<file path="src/rtl/dma_arb_pkg.sv">
package dma_arb_pkg;

  // index width, never below one bit
  function automatic int unsigned idx_bits(int unsigned n);
    return (n <= 1) ? 1 : $clog2(n);
  endfunction

  typedef enum logic {
    ARB_FIXED = 1'b0,
    ARB_ROUND = 1'b1
  } arb_mode_e;

endpackage

</file>
<file path="src/rtl/dma_arb_fixed_pick.sv">
module dma_arb_fixed_pick #(
  parameter int unsigned NCH   = 8,
  parameter int unsigned KEY_W = 5,
  parameter int unsigned IDX_W = 3
) (
  input  logic [NCH-1:0]       cand,
  input  logic [NCH*KEY_W-1:0] keys,
  output logic                 found,
  output logic [IDX_W-1:0]     idx,
  output logic [KEY_W-1:0]     key
);

  // strict compare keeps the lower index on equal keys
  always_comb begin
    found = 1'b0;
    idx   = '0;
    key   = '0;
    for (int unsigned i = 0; i < NCH; i++) begin
      if (cand[i] && (!found || (keys[i*KEY_W +: KEY_W] > key))) begin
        found = 1'b1;
        idx   = IDX_W'(i);
        key   = keys[i*KEY_W +: KEY_W];
      end
    end
  end

endmodule

</file>
<file path="src/rtl/dma_arb_rr_pick.sv">
module dma_arb_rr_pick #(
  parameter int unsigned NCH   = 8,
  parameter int unsigned IDX_W = 3
) (
  input  logic [NCH-1:0]   cand,
  input  logic [IDX_W-1:0] last,
  output logic             found,
  output logic [IDX_W-1:0] idx
);

  int unsigned pos;

  always_comb begin
    found = 1'b0;
    idx   = '0;
    pos   = 0;
    for (int unsigned k = 1; k <= NCH; k++) begin
      pos = 32'(last) + k;
      if (pos >= NCH) pos = pos - NCH;
      if (!found && cand[pos]) begin
        found = 1'b1;
        idx   = IDX_W'(pos);
      end
    end
  end

endmodule

</file>
<file path="src/rtl/dma_arb_preempt_chk.sv">
module dma_arb_preempt_chk #(
  parameter int unsigned KEY_W = 5
) (
  input  logic             busy,
  input  logic             fixed_mode,
  input  logic             start_ok,
  input  logic             chal_vld,
  input  logic             chal_may,
  input  logic             owner_yields,
  input  logic [KEY_W-1:0] chal_key,
  input  logic [KEY_W-1:0] owner_key,
  output logic             preempt
);

  logic outranks;

  assign outranks = chal_key > owner_key;
  assign preempt  = busy & fixed_mode & start_ok & chal_vld &
                    chal_may & owner_yields & outranks;

endmodule

</file>
<file path="src/rtl/dma_chan_arbiter.sv">
module dma_chan_arbiter
  import dma_arb_pkg::*;
#(
  parameter int unsigned NCH   = 8,
  parameter int unsigned GRP_W = 2,
  parameter int unsigned PRI_W = 3,
  localparam int unsigned IDX_W = idx_bits(NCH)
) (
  input  logic                 clk,
  input  logic                 rst_n,
  input  logic [NCH-1:0]       req,
  input  logic [NCH*GRP_W-1:0] grp_cfg,
  input  logic [NCH*PRI_W-1:0] pri_cfg,
  input  logic [NCH-1:0]       yield_en,
  input  logic [NCH-1:0]       preempt_en,
  input  logic                 rr_mode,
  input  logic                 halt_en,
  input  logic                 err,
  input  logic                 halt_clr,
  input  logic                 dbg_stall,
  input  logic                 done,
  input  logic                 suspend_ack,
  output logic [NCH-1:0]       grant,
  output logic [IDX_W-1:0]     active_idx,
  output logic                 active_vld,
  output logic                 preempt_req,
  output logic                 halted
);

  localparam int unsigned KEY_W = GRP_W + PRI_W;

  // reset: asserted at once, released after two edges
  logic [1:0] rst_sync_q;
  logic       rst_n_s;

  always_ff @(posedge clk or negedge rst_n) begin
    if (!rst_n) rst_sync_q <= 2'b00;
    else        rst_sync_q <= {rst_sync_q[0], 1'b1};
  end
  assign rst_n_s = rst_sync_q[1];

  // state
  logic             busy_q, busy_d;
  logic [IDX_W-1:0] act_q, act_d;
  logic [IDX_W-1:0] last_q, last_d;
  logic             halt_q, halt_d;
  logic             own_en, halt_ff_en;

  // rank keys: group above priority
  logic [NCH*KEY_W-1:0] keys;
  logic [NCH-1:0]       act_oh;

  for (genvar g = 0; g < NCH; g++) begin : g_chan
    assign keys[g*KEY_W +: KEY_W] = {grp_cfg[g*GRP_W +: GRP_W], pri_cfg[g*PRI_W +: PRI_W]};
    assign act_oh[g] = busy_q && (act_q == IDX_W'(g));
  end

  logic [NCH-1:0]   cand;
  logic             f_found, r_found;
  logic [IDX_W-1:0] f_idx, r_idx;
  logic [KEY_W-1:0] f_key, owner_key;
  arb_mode_e        mode;
  logic             fixed_mode, halt_now, start_ok, pre_w, take_pre;

  assign cand       = req & ~act_oh;
  assign mode       = arb_mode_e'(rr_mode);
  assign fixed_mode = (mode == ARB_FIXED);
  assign halt_now   = halt_q | (err & halt_en);
  assign start_ok   = ~halt_now & ~dbg_stall;
  assign owner_key  = keys[32'(act_q)*KEY_W +: KEY_W];

  dma_arb_fixed_pick #(.NCH(NCH), .KEY_W(KEY_W), .IDX_W(IDX_W)) u_fixed (
    .cand  (cand),
    .keys  (keys),
    .found (f_found),
    .idx   (f_idx),
    .key   (f_key)
  );

  dma_arb_rr_pick #(.NCH(NCH), .IDX_W(IDX_W)) u_rr (
    .cand  (cand),
    .last  (last_q),
    .found (r_found),
    .idx   (r_idx)
  );

  dma_arb_preempt_chk #(.KEY_W(KEY_W)) u_pre (
    .busy         (busy_q),
    .fixed_mode   (fixed_mode),
    .start_ok     (start_ok),
    .chal_vld     (f_found),
    .chal_may     (preempt_en[f_idx]),
    .owner_yields (yield_en[act_q]),
    .chal_key     (f_key),
    .owner_key    (owner_key),
    .preempt      (pre_w)
  );

  assign take_pre = pre_w & suspend_ack;

  // next state
  always_comb begin
    busy_d = busy_q;
    act_d  = act_q;
    last_d = last_q;
    halt_d = halt_q;

    if (err && halt_en)  halt_d = 1'b1;
    else if (halt_clr)   halt_d = 1'b0;

    if (busy_q) begin
      if (done) begin
        busy_d = 1'b0;
      end else if (take_pre) begin
        act_d  = f_idx;
        last_d = f_idx;
      end
    end else if (start_ok) begin
      if (fixed_mode && f_found) begin
        busy_d = 1'b1;
        act_d  = f_idx;
        last_d = f_idx;
      end else if (!fixed_mode && r_found) begin
        busy_d = 1'b1;
        act_d  = r_idx;
        last_d = r_idx;
      end
    end
  end

  assign own_en     = busy_q ? (done | take_pre)
                             : (start_ok & (fixed_mode ? f_found : r_found));
  assign halt_ff_en = (err & halt_en) | halt_clr;

  // registers
  always_ff @(posedge clk or negedge rst_n_s) begin
    if (!rst_n_s) begin
      busy_q <= 1'b0;
      act_q  <= '0;
      last_q <= IDX_W'(NCH - 1);
    end else if (own_en) begin
      busy_q <= busy_d;
      act_q  <= act_d;
      last_q <= last_d;
    end
  end

  always_ff @(posedge clk or negedge rst_n_s) begin
    if (!rst_n_s)        halt_q <= 1'b0;
    else if (halt_ff_en) halt_q <= halt_d;
  end

  assign grant       = act_oh;
  assign active_idx  = act_q;
  assign active_vld  = busy_q;
  assign preempt_req = pre_w;
  assign halted      = halt_q;

endmodule

</file>
<file path="config.mk">
export PLATFORM = sky130hd
export DESIGN_NAME = dma_chan_arbiter
export DESIGN_NICKNAME = d
export VERILOG_FILES = /design/src/rtl/dma_arb_pkg.sv /design/src/rtl/dma_arb_fixed_pick.sv /design/src/rtl/dma_arb_rr_pick.sv /design/src/rtl/dma_arb_preempt_chk.sv /design/src/rtl/dma_chan_arbiter.sv
export SDC_FILE = /design/constraint.sdc
export NUM_CORES = 1
export LEC_CHECK = 0
export BUFFER_PORTS_ARGS = -buffer_cell sky130_fd_sc_hd__buf_4
export CORE_MARGIN = 4
export CORE_UTILIZATION = 57
export CTS_CLUSTER_SIZE = 20
export DETAILED_ROUTE_END_ITERATION = 7
export HOLD_SLACK_MARGIN = 0.08
export PLACE_DENSITY = 0.91
export SYNTH_ARGS = -nofsm -noshare
export SYNTH_HDL_FRONTEND = slang
export SYNTH_SLANG_ARGS = --single-unit
export TNS_END_PERCENT = 10
</file>
<file path="constraint.sdc">
create_clock -name clk -period 16.7 [get_ports clk]
set_input_delay 0.835 -clock clk [delete_from_list [all_inputs] [get_ports clk]]
set_output_delay 0.835 -clock clk [all_outputs]
set_load 0.01 [all_outputs]
</file>
* After elaboration in Yosys (flattened, before gate mapping)
Index checks and enable logic that the tools add are counted.
** Word-level totals
- Input port bits :: 73
- Register bits after elaboration :: 10
- Word-level logic and storage cells :: 210
** Operators by class
- Mux-type cells :: 82
- $add $sub $neg :: 16
- Equality and inequality tests :: 9
- Reductions and logical operators :: 52
- Magnitude comparators :: 26
- Bitwise logic cells :: 18
- $mul :: 1
- Shift operators :: 1
** Operators with widths (number)
- greater-or-equal comparator 32 x 4 -> 1 bit, second input constant :: 8
- less-than comparator 32 x 4 -> 1 bit, second input constant :: 8
- 2-to-1 mux 32 bit :: 8
- subtractor 32 x 4 -> 32 bit, second input constant :: 8
- 2-to-1 mux 3 bit :: 18
- greater-than comparator 5 bit :: 8
- 2-to-1 mux 5 bit :: 8
- variable part select 40 x 7 -> 5 bit :: 1
- 2-to-1 mux 1 bit :: 36
- binary-select mux 1 bit (select 3 bit) :: 10
- logical AND 1 bit :: 25
- adder 3 x 3 -> 4 bit, second input constant :: 4
- logical NOT 1 bit :: 14
- == test 3 bit, second input constant :: 4
- AND 1 bit :: 10
- adder 3 x 2 -> 4 bit, second input constant :: 2
- AND 8 bit :: 1
- less-than comparator 3 x 4 -> 1 bit, second input constant :: 2
- inverter 8 bit :: 1
- logical OR 1 bit :: 7
- == test 3 x 2 -> 1 bit, second input constant :: 2
- multiplier 3 x 3 -> 6 bit, second input constant :: 1
- adder 3 x 4 -> 5 bit, second input constant :: 1
- AND reduction 5 bit :: 1
- other kinds (11) :: 17

* Depth between registers and ports, before layout
Gate-level depths: netlist of the first run.
- Depth in word-level cells :: 42
- Depth in mapped cells :: 71
- Depth with buffers taken out :: 64

* Hierarchy
A second synthesis of the first run with hierarchy kept.
** Unflattened totals
- Cells, all modules :: 450
- Area, all modules :: 3769.9 sq um
** Modules (own cells, without submodules)
- dma_arb_fixed_pick :: area each 1625.3 sq um, times used 1, cells an instance 235
- dma_chan_arbiter :: area each 1037.2 sq um, times used 1, cells an instance 91
- dma_arb_rr_pick :: area each 955.9 sq um, times used 1, cells an instance 104
- dma_arb_preempt_chk :: area each 151.4 sq um, times used 1, cells an instance 20

* Least setup slack after synthesis of the first run
OpenSTA, ideal clock, no wires.
- Path type :: register to output
- From :: reg act_q[1], in the netlist active_idx[1]
- To :: out preempt_req
- Path buffers :: 7
- Required time :: 15.865 ns
- Setup slack :: 3.383 ns
- Cell stages (with the launch flop) :: 68
- Arrival time :: 12.482 ns
- Path through :: dfrtp_1 -> buf_4 -> or4b_4 -> clkinv_4 -> nor2_2 -> nand2_1 -> ha_1 -> and3_1 -> a32oi_1 -> o211ai_1 -> and2_1 -> ha_1 -> nand3_1 -> o21bai_1 -> a21o_1 -> and2_0 -> buf_2 -> a31oi_1 -> (+32 left out) -> o21ai_0 -> ha_1 -> nor2b_1 -> o211a_1 -> a2111oi_0 -> o22ai_1 -> and2_1 -> buf_2 -> a22o_1 -> ha_1 -> nand3_1 -> o21ai_0 -> o2111ai_1 -> or4_1 -> inv_1 -> nand2_1 -> a211o_1 -> o22ai_1
** Between the ends
- Cells in the longest elaborated chain, start to end :: 38
** RTL lines
- from (decl) :: RTL line dma_chan_arbiter.sv:44 : logic [IDX_W-1:0] act_q, act_d;
- from (signal assigned) :: RTL line dma_chan_arbiter.sv:143 : act_q <= act_d;
- logical NOT 3 bit * :: RTL line dma_chan_arbiter.sv:55 : assign act_oh[g] = busy_q && (act_q == IDX_W'(g));
- logical AND 1 bit * :: RTL line dma_chan_arbiter.sv:55
- net grant[0] :: RTL line dma_chan_arbiter.sv:23 : output logic [NCH-1:0] grant,
- inverter 8 bit * :: RTL line dma_chan_arbiter.sv:65 : assign cand = req & ~act_oh;
- AND 8 bit * :: RTL line dma_chan_arbiter.sv:65
- 2-to-1 mux 5 bit / 2-to-1 mux 1 bit (equally long branches) :: RTL line dma_arb_fixed_pick.sv:19 : if (cand[i] && (!found || (keys[i*KEY_W +: KEY_W] > key))) begin
- greater-than comparator 5 bit / logical NOT 1 bit (equally long branches) :: RTL line dma_arb_fixed_pick.sv:19
- logical OR 1 bit :: RTL line dma_arb_fixed_pick.sv:19
- (+23 left out)
- logical OR 1 bit :: RTL line dma_arb_fixed_pick.sv:19
- logical AND 1 bit :: RTL line dma_arb_fixed_pick.sv:19
- 2-to-1 mux 3 bit :: RTL line dma_arb_fixed_pick.sv:19
- binary-select mux 1 bit (select 3 bit) :: RTL line dma_chan_arbiter.sv:92 : .chal_may (preempt_en[f_idx]),
- 2-to-1 mux 1 bit (not written as such) :: RTL line dma_chan_arbiter.sv:92
- AND 1 bit :: RTL line dma_arb_preempt_chk.sv:18 : assign preempt = busy & fixed_mode & start_ok & chal_vld &
- AND 1 bit :: RTL line dma_arb_preempt_chk.sv:19 : chal_may & owner_yields & outranks;
- AND 1 bit * :: RTL line dma_arb_preempt_chk.sv:19
- to (decl) :: RTL line dma_chan_arbiter.sv:26 : output logic preempt_req,
The timed path passes the listed nets; every way through them passes the cells marked *. The select of a mux whose other input is x is not followed.

* Worst setup path after layout of the first run
- From :: reg act_q[2], in the netlist active_idx[2]
- To :: out preempt_req
** Between the ends
- Cells in the longest elaborated chain, start to end :: 38
** RTL lines (RTL line)
- logical NOT 3 bit :: dma_chan_arbiter.sv:55
- logical AND 1 bit :: dma_chan_arbiter.sv:55
- inverter 8 bit :: dma_chan_arbiter.sv:65
- AND 8 bit :: dma_chan_arbiter.sv:65
- 2-to-1 mux 5 bit / 2-to-1 mux 1 bit (equally long branches) :: dma_arb_fixed_pick.sv:19
- greater-than comparator 5 bit / logical NOT 1 bit (equally long branches) :: dma_arb_fixed_pick.sv:19
- logical OR 1 bit :: dma_arb_fixed_pick.sv:19
- logical AND 1 bit :: dma_arb_fixed_pick.sv:19
- (+22 left out)
- logical OR 1 bit :: dma_arb_fixed_pick.sv:19
- logical AND 1 bit :: dma_arb_fixed_pick.sv:19
- 2-to-1 mux 3 bit :: dma_arb_fixed_pick.sv:19
- binary-select mux 1 bit (select 3 bit) :: dma_chan_arbiter.sv:92
- 2-to-1 mux 1 bit (not written as such) :: dma_chan_arbiter.sv:92
- AND 1 bit :: dma_arb_preempt_chk.sv:18
- AND 1 bit :: dma_arb_preempt_chk.sv:19
- AND 1 bit * :: dma_arb_preempt_chk.sv:19
Mark *: on every way between the ends. The rest lies on a longest branch, timed or not. The select of a mux whose other input is x is not followed.

==> results, run 1 <==
- The count of flip-flops with a built-in enable after synthesis is 0.
- After clock tree synthesis, the flow added hold-fix buffers numbering 0.
- The sum of met3 wire segment lengths after detailed routing is 1289 microns.
- The XOR/XNOR share of the synthesized area is 0.6831%.
- The arrival time at the worst endpoint is 14,410 ps.
- Static timing analysis puts the maximum clock frequency at 0.06561 GHz.
- The number of antenna violations at the first check in global routing is 0.
- The number of setup buffers added after CTS is 0.
- Yosys printed 0 warnings.
- In this run the top signal layer used is met4.
- The fraction of the mapped netlist area in compound gates is 30.68%.
- The slowest cell on the critical path is sky130_fd_sc_hd__dfrtp_1.
- The net count after synthesis is 594.
- The starting density of the core is 59.55%.
- The first-pass GRT wire length is a little over 20,000 microns.
- The main combinational cell family by area after synthesis is compound AO/OA/AOI/OAI gates.
- The most frequent standard cell in the layout excluding fill and tap cells is sky130_fd_sc_hd__buf_4.
- The most repeated library cell on the critical path is sky130_fd_sc_hd__ha_1.
- The largest total area in the synthesized netlist belongs to sky130_fd_sc_hd__ha_1.
- Across all layers, the routed design uses between 4,000 and 5,000 vias.
- The clock network accounts for 3.8% of the total power.
- For this design the static power due to leakage is roughly 0.0021 uW.
- The critical path endpoint category is an output pin.
- The power after layout is roughly 790 uW.
- The pre-antenna-repair detailed-routing pass consisted of 5 iterations.
- The core box area is 0.006459 sq mm.
- Of the total power, combinational logic draws 87.3%.
- Setup repair after global routing left no endpoint under its margin.
- In this run, distinct cell masters in the synthesized netlist total between 80 and 90.
- The final clock skew is approximately 0.52 ps.
- The final critical-path required period is around 15,000 ps.
- The count of final max-slew check failures is 0.
- The headroom to the max-slew limit is 26.71%.
- The tree is rooted in a sky130_fd_sc_hd__clkbuf_8.
- In this run the remaining antenna-violating nets after routing total 0.
- The number of global-route vias before repair came to 4,300.
- The cell-internal power is 357.2 uW.
- TritonCTS built the clock tree.
- Routability-driven placement finished with a final weighted congestion of ~1.0.
- Entering global routing, the biggest net connects 26 pins.
- The clock reaches the later pin of the worst-skew pair after 230 ps.
- 87 I/O pins were placed.
- The maximum single-stage delay on the critical path is 770 ps.
- Dividing total power by cell area gives a power density of 175.1 mW/mm^2.
- Summed over all nets, the switching power comes to ~440 uW.
- In the synthesized netlist, mux cells make up 18.22% of the area.
- The detailed-route wire length on metal 1 is 4918 microns.
- The estimated wirelength of the detail-placed design is 10,550 microns.
- The number of cells produced by synthesis is approximately 480.
- Counting the fill cells in the layout gives 518.
- The data required time of the worst path is 15,870 ps.
- Of all flip-flops after synthesis, the portion carrying an async set or reset was 100.0%.
- The peak ir drop on the vdd network is 0.1235 mV.
- The final clock period utilization by the worst path is 91.27%.
- Setup violations remaining at the end of the flow were counted as 0.
- The critical path runs through a total of 62 cells.
- The number of hold violations in the final report is 0.
- After synthesis, the cell types taking the most area are sky130_fd_sc_hd__ha_1 (14%), sky130_fd_sc_hd__mux4_2 (11%), sky130_fd_sc_hd__dfrtp_1 (4.6%).
- The category of the worst setup path launch point is a flip-flop.
- The tool flagged a number of max-cap violations equal to 0.
- The post-synthesis register bit count is 10.
- The post-route netlist has 28.75% of its cells at a drive strength greater than 1.
- The critical path is of the flip-flop to output pin type.
- The longest clock path from root to sink contains 2 buffers.
- Of the total power, registers draw 8.9%.
- The detailed-route wire length per cell is 20.26 microns.
- The total overflow left after global routing is 0.
- The net switching share of the total power is about 55%.
- CTS saw 10 sinks.
- The tightest hold path in the finished design has a slack of 130.5 ps.
- In this run, placement finished with an instance count of 619.
- For the pin with the worst max-slew slack, the measured transition is 1092 ps.
- For the worst flop-to-flop path, the logic depth is 62.
- The first element of the critical path is active_idx[2].
- For this run, design rule violations remaining after detail routing come to 0.
- The DRC violation total after the first TritonRoute iteration is 473.
- The vertical die dimension is 90.15 microns.
- The type of the worst min-delay path is flip-flop to async pin.
- The all-layer global routing usage is 30.01%.
- Once layout is complete, the cells apart from fillers number about 620.
- The floorplan step defined a die boundary enclosing 0.008126 sq mm.
- 0 antenna diodes ended up in the layout.
- In the layout the commonest cells are sky130_fd_sc_hd__buf_4 (88), sky130_fd_sc_hd__nor2_1 (44), sky130_fd_sc_hd__ha_1 (42).
- Of all nets on the critical path, the largest fanout is 19.
- The portion of synthesized cell area occupied by the leading cell type is 13.66%.
- After Yosys synthesis, and, or, nand and nor cells account for a little under a quarter of the synthesized area.
- The die width is 90.15 microns.
- Buffers placed on the I/O ports in this run total 86.
- A synthesized cell averages 8.030 sq um.
- Clock-pin slew was measured on the worst setup and hold paths at approximately 50 ps.
- In the routed layout, each cell is associated on average with a via count of 7.027.
- The summed instance area of the synthesized netlist is about 0.0038 sq mm.
- For this block, the routed nets add up to between 10,000 and 15,000 microns of wire.
- The run finished with clean final reports.
- The total negative slack is 0 ps.
- Post-CTS repair changed the size of 0 cells.
- After floorplanning, the core was divided into 29 placement rows.
- The gate family responsible for the most delay along the worst path is compound AO/OA/AOI/OAI gates.
- Counting both buffers and inverters, the worst setup path holds a total of 4.
- Among all flip-flop cells after synthesis, the most frequent one is sky130_fd_sc_hd__dfrtp_1.
- In this run the number of H-tree levels came out at 1.
- Clock tree synthesis inserted a total of 3 buffers.
- The synthesized netlist devotes a little over an eighth of its cell area to adder and majority cells.
- Detailed routing placed a total of 5917 microns of wire on met2.
- The net count of the finished layout is 662.
- The area growth from synthesis to layout is 17.76%.
- The share of the Yosys chip area taken by registers is approximately 6.6%.
- The start of the worst register-to-register path is active_idx[2].
[power by group through the flow]
stage / combinational (uW) / sequential, uW / clock (uW)
2_1_floorplan: 538 / 44.8 / 0
4_1_cts: 672 / 69.3 / 30.7
6_report: 692 / 70.7 / 30.0
3_5_place_dp: 669 / 69.5 / 0
3_3_place_gp: 646 / 69.2 / 0
5_1_grt: 753 / 73.6 / 32.0
[layer usage]
layer / vias to the layer above / global-route usage, %
met5: - / 0
met4: 0 / 10.71
met3: 58 / 6.594
met2: 304 / 50.47
met1: 2032 / 37.73
li1: 1984 / -
[Yosys cell counts (3+ instances only)]
master and number:
sky130_fd_sc_hd__dfstp_2 3, sky130_fd_sc_hd__nor3_2 5, sky130_fd_sc_hd__mux2i_1 16, sky130_fd_sc_hd__a211oi_1 7, sky130_fd_sc_hd__a211o_1 6, sky130_fd_sc_hd__buf_2 8
sky130_fd_sc_hd__o211ai_1 14, sky130_fd_sc_hd__a21o_1 12, sky130_fd_sc_hd__and3_1 5, sky130_fd_sc_hd__nand3_1 13, sky130_fd_sc_hd__ha_1 42, sky130_fd_sc_hd__nor3_1 11
sky130_fd_sc_hd__nor2b_1 8, sky130_fd_sc_hd__o32ai_1 6, sky130_fd_sc_hd__and2_1 7, sky130_fd_sc_hd__mux2_2 10, sky130_fd_sc_hd__a22o_1 5, sky130_fd_sc_hd__nor2_1 44
sky130_fd_sc_hd__nand2b_4 3, sky130_fd_sc_hd__nor2_2 3, sky130_fd_sc_hd__clkinv_1 3, sky130_fd_sc_hd__clkbuf_1 10, sky130_fd_sc_hd__a21oi_1 28, sky130_fd_sc_hd__inv_1 30
sky130_fd_sc_hd__dfrtp_1 7, sky130_fd_sc_hd__o22ai_1 8, sky130_fd_sc_hd__o21ai_1 3, sky130_fd_sc_hd__nand2b_1 8, sky130_fd_sc_hd__mux4_2 19, sky130_fd_sc_hd__nand2_1 34
sky130_fd_sc_hd__o21ai_0 19, sky130_fd_sc_hd__a31oi_1 7
[final cells by class]
type,instances,area (sq um),share of cell area [%]
Clock buffer,4,55.05,1.215
Multi-Input combinational cell,409,3327,73.45
Sequential cell,10,254.0,5.608
Inverter,35,136.4,3.011
Tap cell,77,96.34,2.127
Timing Repair Buffer,88,660.6,14.59
[logic make-up (layout without fill, tap and decap cells)]
kind of cell	after synthesis	in the layout
adders and majority gates	42	42
and+or+nand+nor	163	163
other	1	1
DFF	10	10
buffers and inverters	60	127
AOI/OAI and AO/OA	155	155
muxes	45	45
xor gates and xnor gates	3	3
[metrics by stage]
stage          util (%)  cell area (sq um)  setup slack (ps)
2_1_floorplan         -               3846              3383
3_3_place_gp      69.28               4474              2637
3_5_place_dp      69.28               4474              1987
4_1_cts           70.13               4529              1697
5_1_grt           70.13               4529             240.8
6_report          70.13               4529              1457
[registers in the layout, indices dropped and copies added, names as in the netlist]
signal      cells
active_idx      3
active_vld      1
halted          1
last_q          3
rst_sync_q      2
[path summary, 6_finish.rpt]
check                                      to  slack, ps
worst max-delay path              preempt_req       1460
min in group clk                rst_sync_q[1]        350
worst min-delay path                   halted        130
worst min register to register         halted        130
worst max register to register  active_idx[0]       1980
max in group asynchronous       rst_sync_q[1]      16240
No activity file was read; power rests on OpenSTA's default activity.
==> run 2: changes to the inputs <==
Settings changed: PLACE_DENSITY 0.91 to 0.84.
==> results, run 2 (synthesized netlist as in run 1, its figures left out) <==
- The post-layout net count is 662 (unchanged).
- The largest net degree at the start of global routing is 26 (unchanged).
- The final clock period utilization by the worst path is 91.59% (was 91.27%).
- The portion of total power attributed to the clock network is 3.3% (was 3.8%).
- The antenna cell count is 0 (unchanged).
- The post-CTS setup-driven buffer insertion count is 0 (unchanged).
- The fmax is 0.06538 GHz (was 0.06561 GHz).
- The all-layer global routing usage is 29.08% (was 30.01%).
- The last weighted congestion value of the routability-driven placer was 1.098 (was 1.041).
- The peak ir drop on the vdd network is 0.1510 mV (was 0.1235 mV).
- The total setup violations reported at the end of the flow came to 0 (unchanged).
- The detailed-route wire length per cell is 19.90 microns (was 20.26 microns).
- The logic gate share of total power is 87.5% (was 87.3%).
- The share of final-layout standard cells stronger than drive strength 1 is 28.57% (was 28.75%).
- The buffers plus inverters on the worst setup path is 4 (unchanged).
- The net switching component of the power was 423.5 uW (was 435.9 uW).
- Setup repair after global routing missed its margin: no (unchanged).
- The cell-internal power is 351.0 uW (was 357.2 uW).
- The power per standard cell area is 171.4 mW/mm^2 (was 175.1 mW/mm^2).
- The count of standard-cell rows came to 29 (unchanged).
- The setup slack of the worst register-to-register path was 1990 ps (was 1980 ps).
- The number of buffers inserted for hold repair after clock tree synthesis is 0 (unchanged).
- The number of cells on the critical path is 62 (unchanged).
- The number of hold violations in the final report is 0 (unchanged).
- The number of remaining DRC errors is 0 (unchanged).
- The most repeated library cell on the critical path is sky130_fd_sc_hd__ha_1 (unchanged).
- The synthesis-to-layout area growth is 17.50% (was 17.76%).
- The total congestion overflow was 0 (unchanged).
- The number of nets with antenna violations after detailed routing came to 0 (unchanged).
- The gate family responsible for the most delay along the worst path is compound AO/OA/AOI/OAI gates (unchanged).
- The number of search-and-repair iterations in the first detailed-routing pass was 6 (was 5).
- Top library cells by usage in the layout, fill and taps aside: sky130_fd_sc_hd__buf_4 (88), sky130_fd_sc_hd__nor2_1 (44), sky130_fd_sc_hd__ha_1 (42) (unchanged).
- The arrival time at the worst endpoint is 14,460 ps (was 14,410 ps).
- The leakage power of the design is 0.002087 uW (was 0.002093 uW).
- The part of the power in registers was 9.2% (was 8.9%).
- The number of buffers inserted during clock tree synthesis is 3 (unchanged).
- The total negative slack came to 0 ps (unchanged).
- The critical path endpoint category is an output pin (unchanged).
- The final critical-path required period was 15,300 ps (was 15,240 ps).
- The number of antenna violations at the first check in global routing was 0 (unchanged).
- The worst-margin pin slew came to 1028 ps (was 1092 ps).
- The count of final max-slew check failures is 0 (unchanged).
- The final clock skew came to 5.759 ps (was 0.5231 ps).
- The deepest clock path buffer count was 2 (unchanged).
- The number of levels the H-tree was split into is 1 (unchanged).
- The most frequent standard cell in the layout excluding fill and tap cells is sky130_fd_sc_hd__buf_4 (unchanged).
- The number of vias per cell is 6.880 (was 7.027).
- The wire length after detailed routing is 12,400 microns (was 12,620 microns).
- The CTS tree was done (unchanged).
- The total of max-cap violations is 0 (unchanged).
- The data required time of the worst path came to 15,870 ps (about the same).
- The start of the worst register-to-register path is active_idx[2] (unchanged).
- The DRC violation total after the first TritonRoute iteration is 412 (was 473).
- Run status: completed (unchanged).
- The first-pass GRT wire length is 19,860 microns (was 20,650 microns).
- The share of the core filled with cells came to 69.97% (was 70.13%).
- The area of the die is 0.008126 sq mm (unchanged).
- The depth of the worst register-to-register path was 62 (unchanged).
- The worst slack on hold paths is 118.1 ps (was 130.5 ps).
- The type of the worst min-delay path is flip-flop to async pin (unchanged).
- The CTS root buffer was sky130_fd_sc_hd__clkbuf_8 (unchanged).
- The clock latency on the worst-skew pair came to 230 ps (about the same).
- The total vias in the final route is 4,286 (was 4,378).
- The core box area is 0.006459 sq mm (unchanged).
- The number of global-route vias before repair is 4,101 (was 4,300).
- The maximum single-stage delay on the critical path is 760 ps (was 770 ps).
- The count of cells resized by post-cts repair is 0 (unchanged).
- The starting density of the core is 59.55% (unchanged).
- The count of input and output buffers is 86 (unchanged).
- The clock-pin transition on the worst setup and hold timing paths was 50 ps (about the same).
- The boundary pin count is 87 (unchanged).
- The number of clock sinks is 10 (unchanged).
- The slowest cell on the critical path was sky130_fd_sc_hd__dfrtp_1 (unchanged).
- The net switching share of the total power came to 54.68% (was 54.96%).
- The capturing point of the worst reg2reg path is active_idx[0] (unchanged).
- The headroom to the max-slew limit is 31.01% (was 26.71%).
- The category of the worst setup path launch point is a flip-flop (unchanged).
- The critical path class is flip-flop to output pin (unchanged).
- The vertical die dimension came to 90.15 microns (unchanged).
- The top fanout value on the critical path was 19 (unchanged).
- The die width was 90.15 microns (unchanged).
- The estimated wirelength of the detail-placed design is 10,360 microns (was 10,550 microns).
[run 2: cell type report]
cell class / count / area, sq um
Multi-Input combinational cell: 409 / 3327
Sequential cell: 10 / 254.0
Inverter: 35 / 136.4
Tap cell: 77 / 96.34
Fill cell: 567 / 1939
Clock buffer: 4 / 45.04
Timing Repair Buffer: 88 / 660.6
[run 2: how the worst max path moves through the flow]
stage	start	slack (ps)	to
6_report	active_idx[2]	1400	preempt_req
5_1_grt	active_idx[2]	350	preempt_req
4_1_cts	active_idx[2]	1700	preempt_req
3_5_place_dp	active_idx[2]	2010	preempt_req
3_3_place_gp	req[0]	2620	preempt_req
2_1_floorplan	active_idx[1]	3380	preempt_req
[run 2: metrics by stage]
step                      worst slack [ps]  instances  area (sq um)  total power, uW
after global placement                2618        619          4474            719.2
after CTS                             1703        623          4519            758.6
final                                 1404        623          4519            774.5
after detailed placement              2013        619          4474            729.4
after floorplan                       3383        479          3846            582.6
after global routing                 347.9        623          4519            840.9
[run 2: per-layer routing]
| metal | vias up | part of all wire (%) | routed length, microns | track usage (%) |
|---|---|---|---|---|
| li1 | 1988 | - | - | - |
| met1 | 2024 | 42 | 5203 | 38.45 |
| met2 | 246 | 47 | 5884 | 49.22 |
| met3 | 28 | 8.2 | 1017 | 4.257 |
| met4 | 0 | 2.4 | 292 | 8.291 |
| met5 | - | 0 | 0 | 0 |
[run 2: power by group through the flow]
stage | Clock [uW] | Combinational (uW) | Sequential, uW
2_1_floorplan | 0 | 538 | 44.8
3_3_place_gp | 0 | 650 | 69.1
3_5_place_dp | 0 | 659 | 70.0
4_1_cts | 25.9 | 663 | 69.7
5_1_grt | 26.8 | 740 | 73.9
6_report | 25.6 | 678 | 70.9
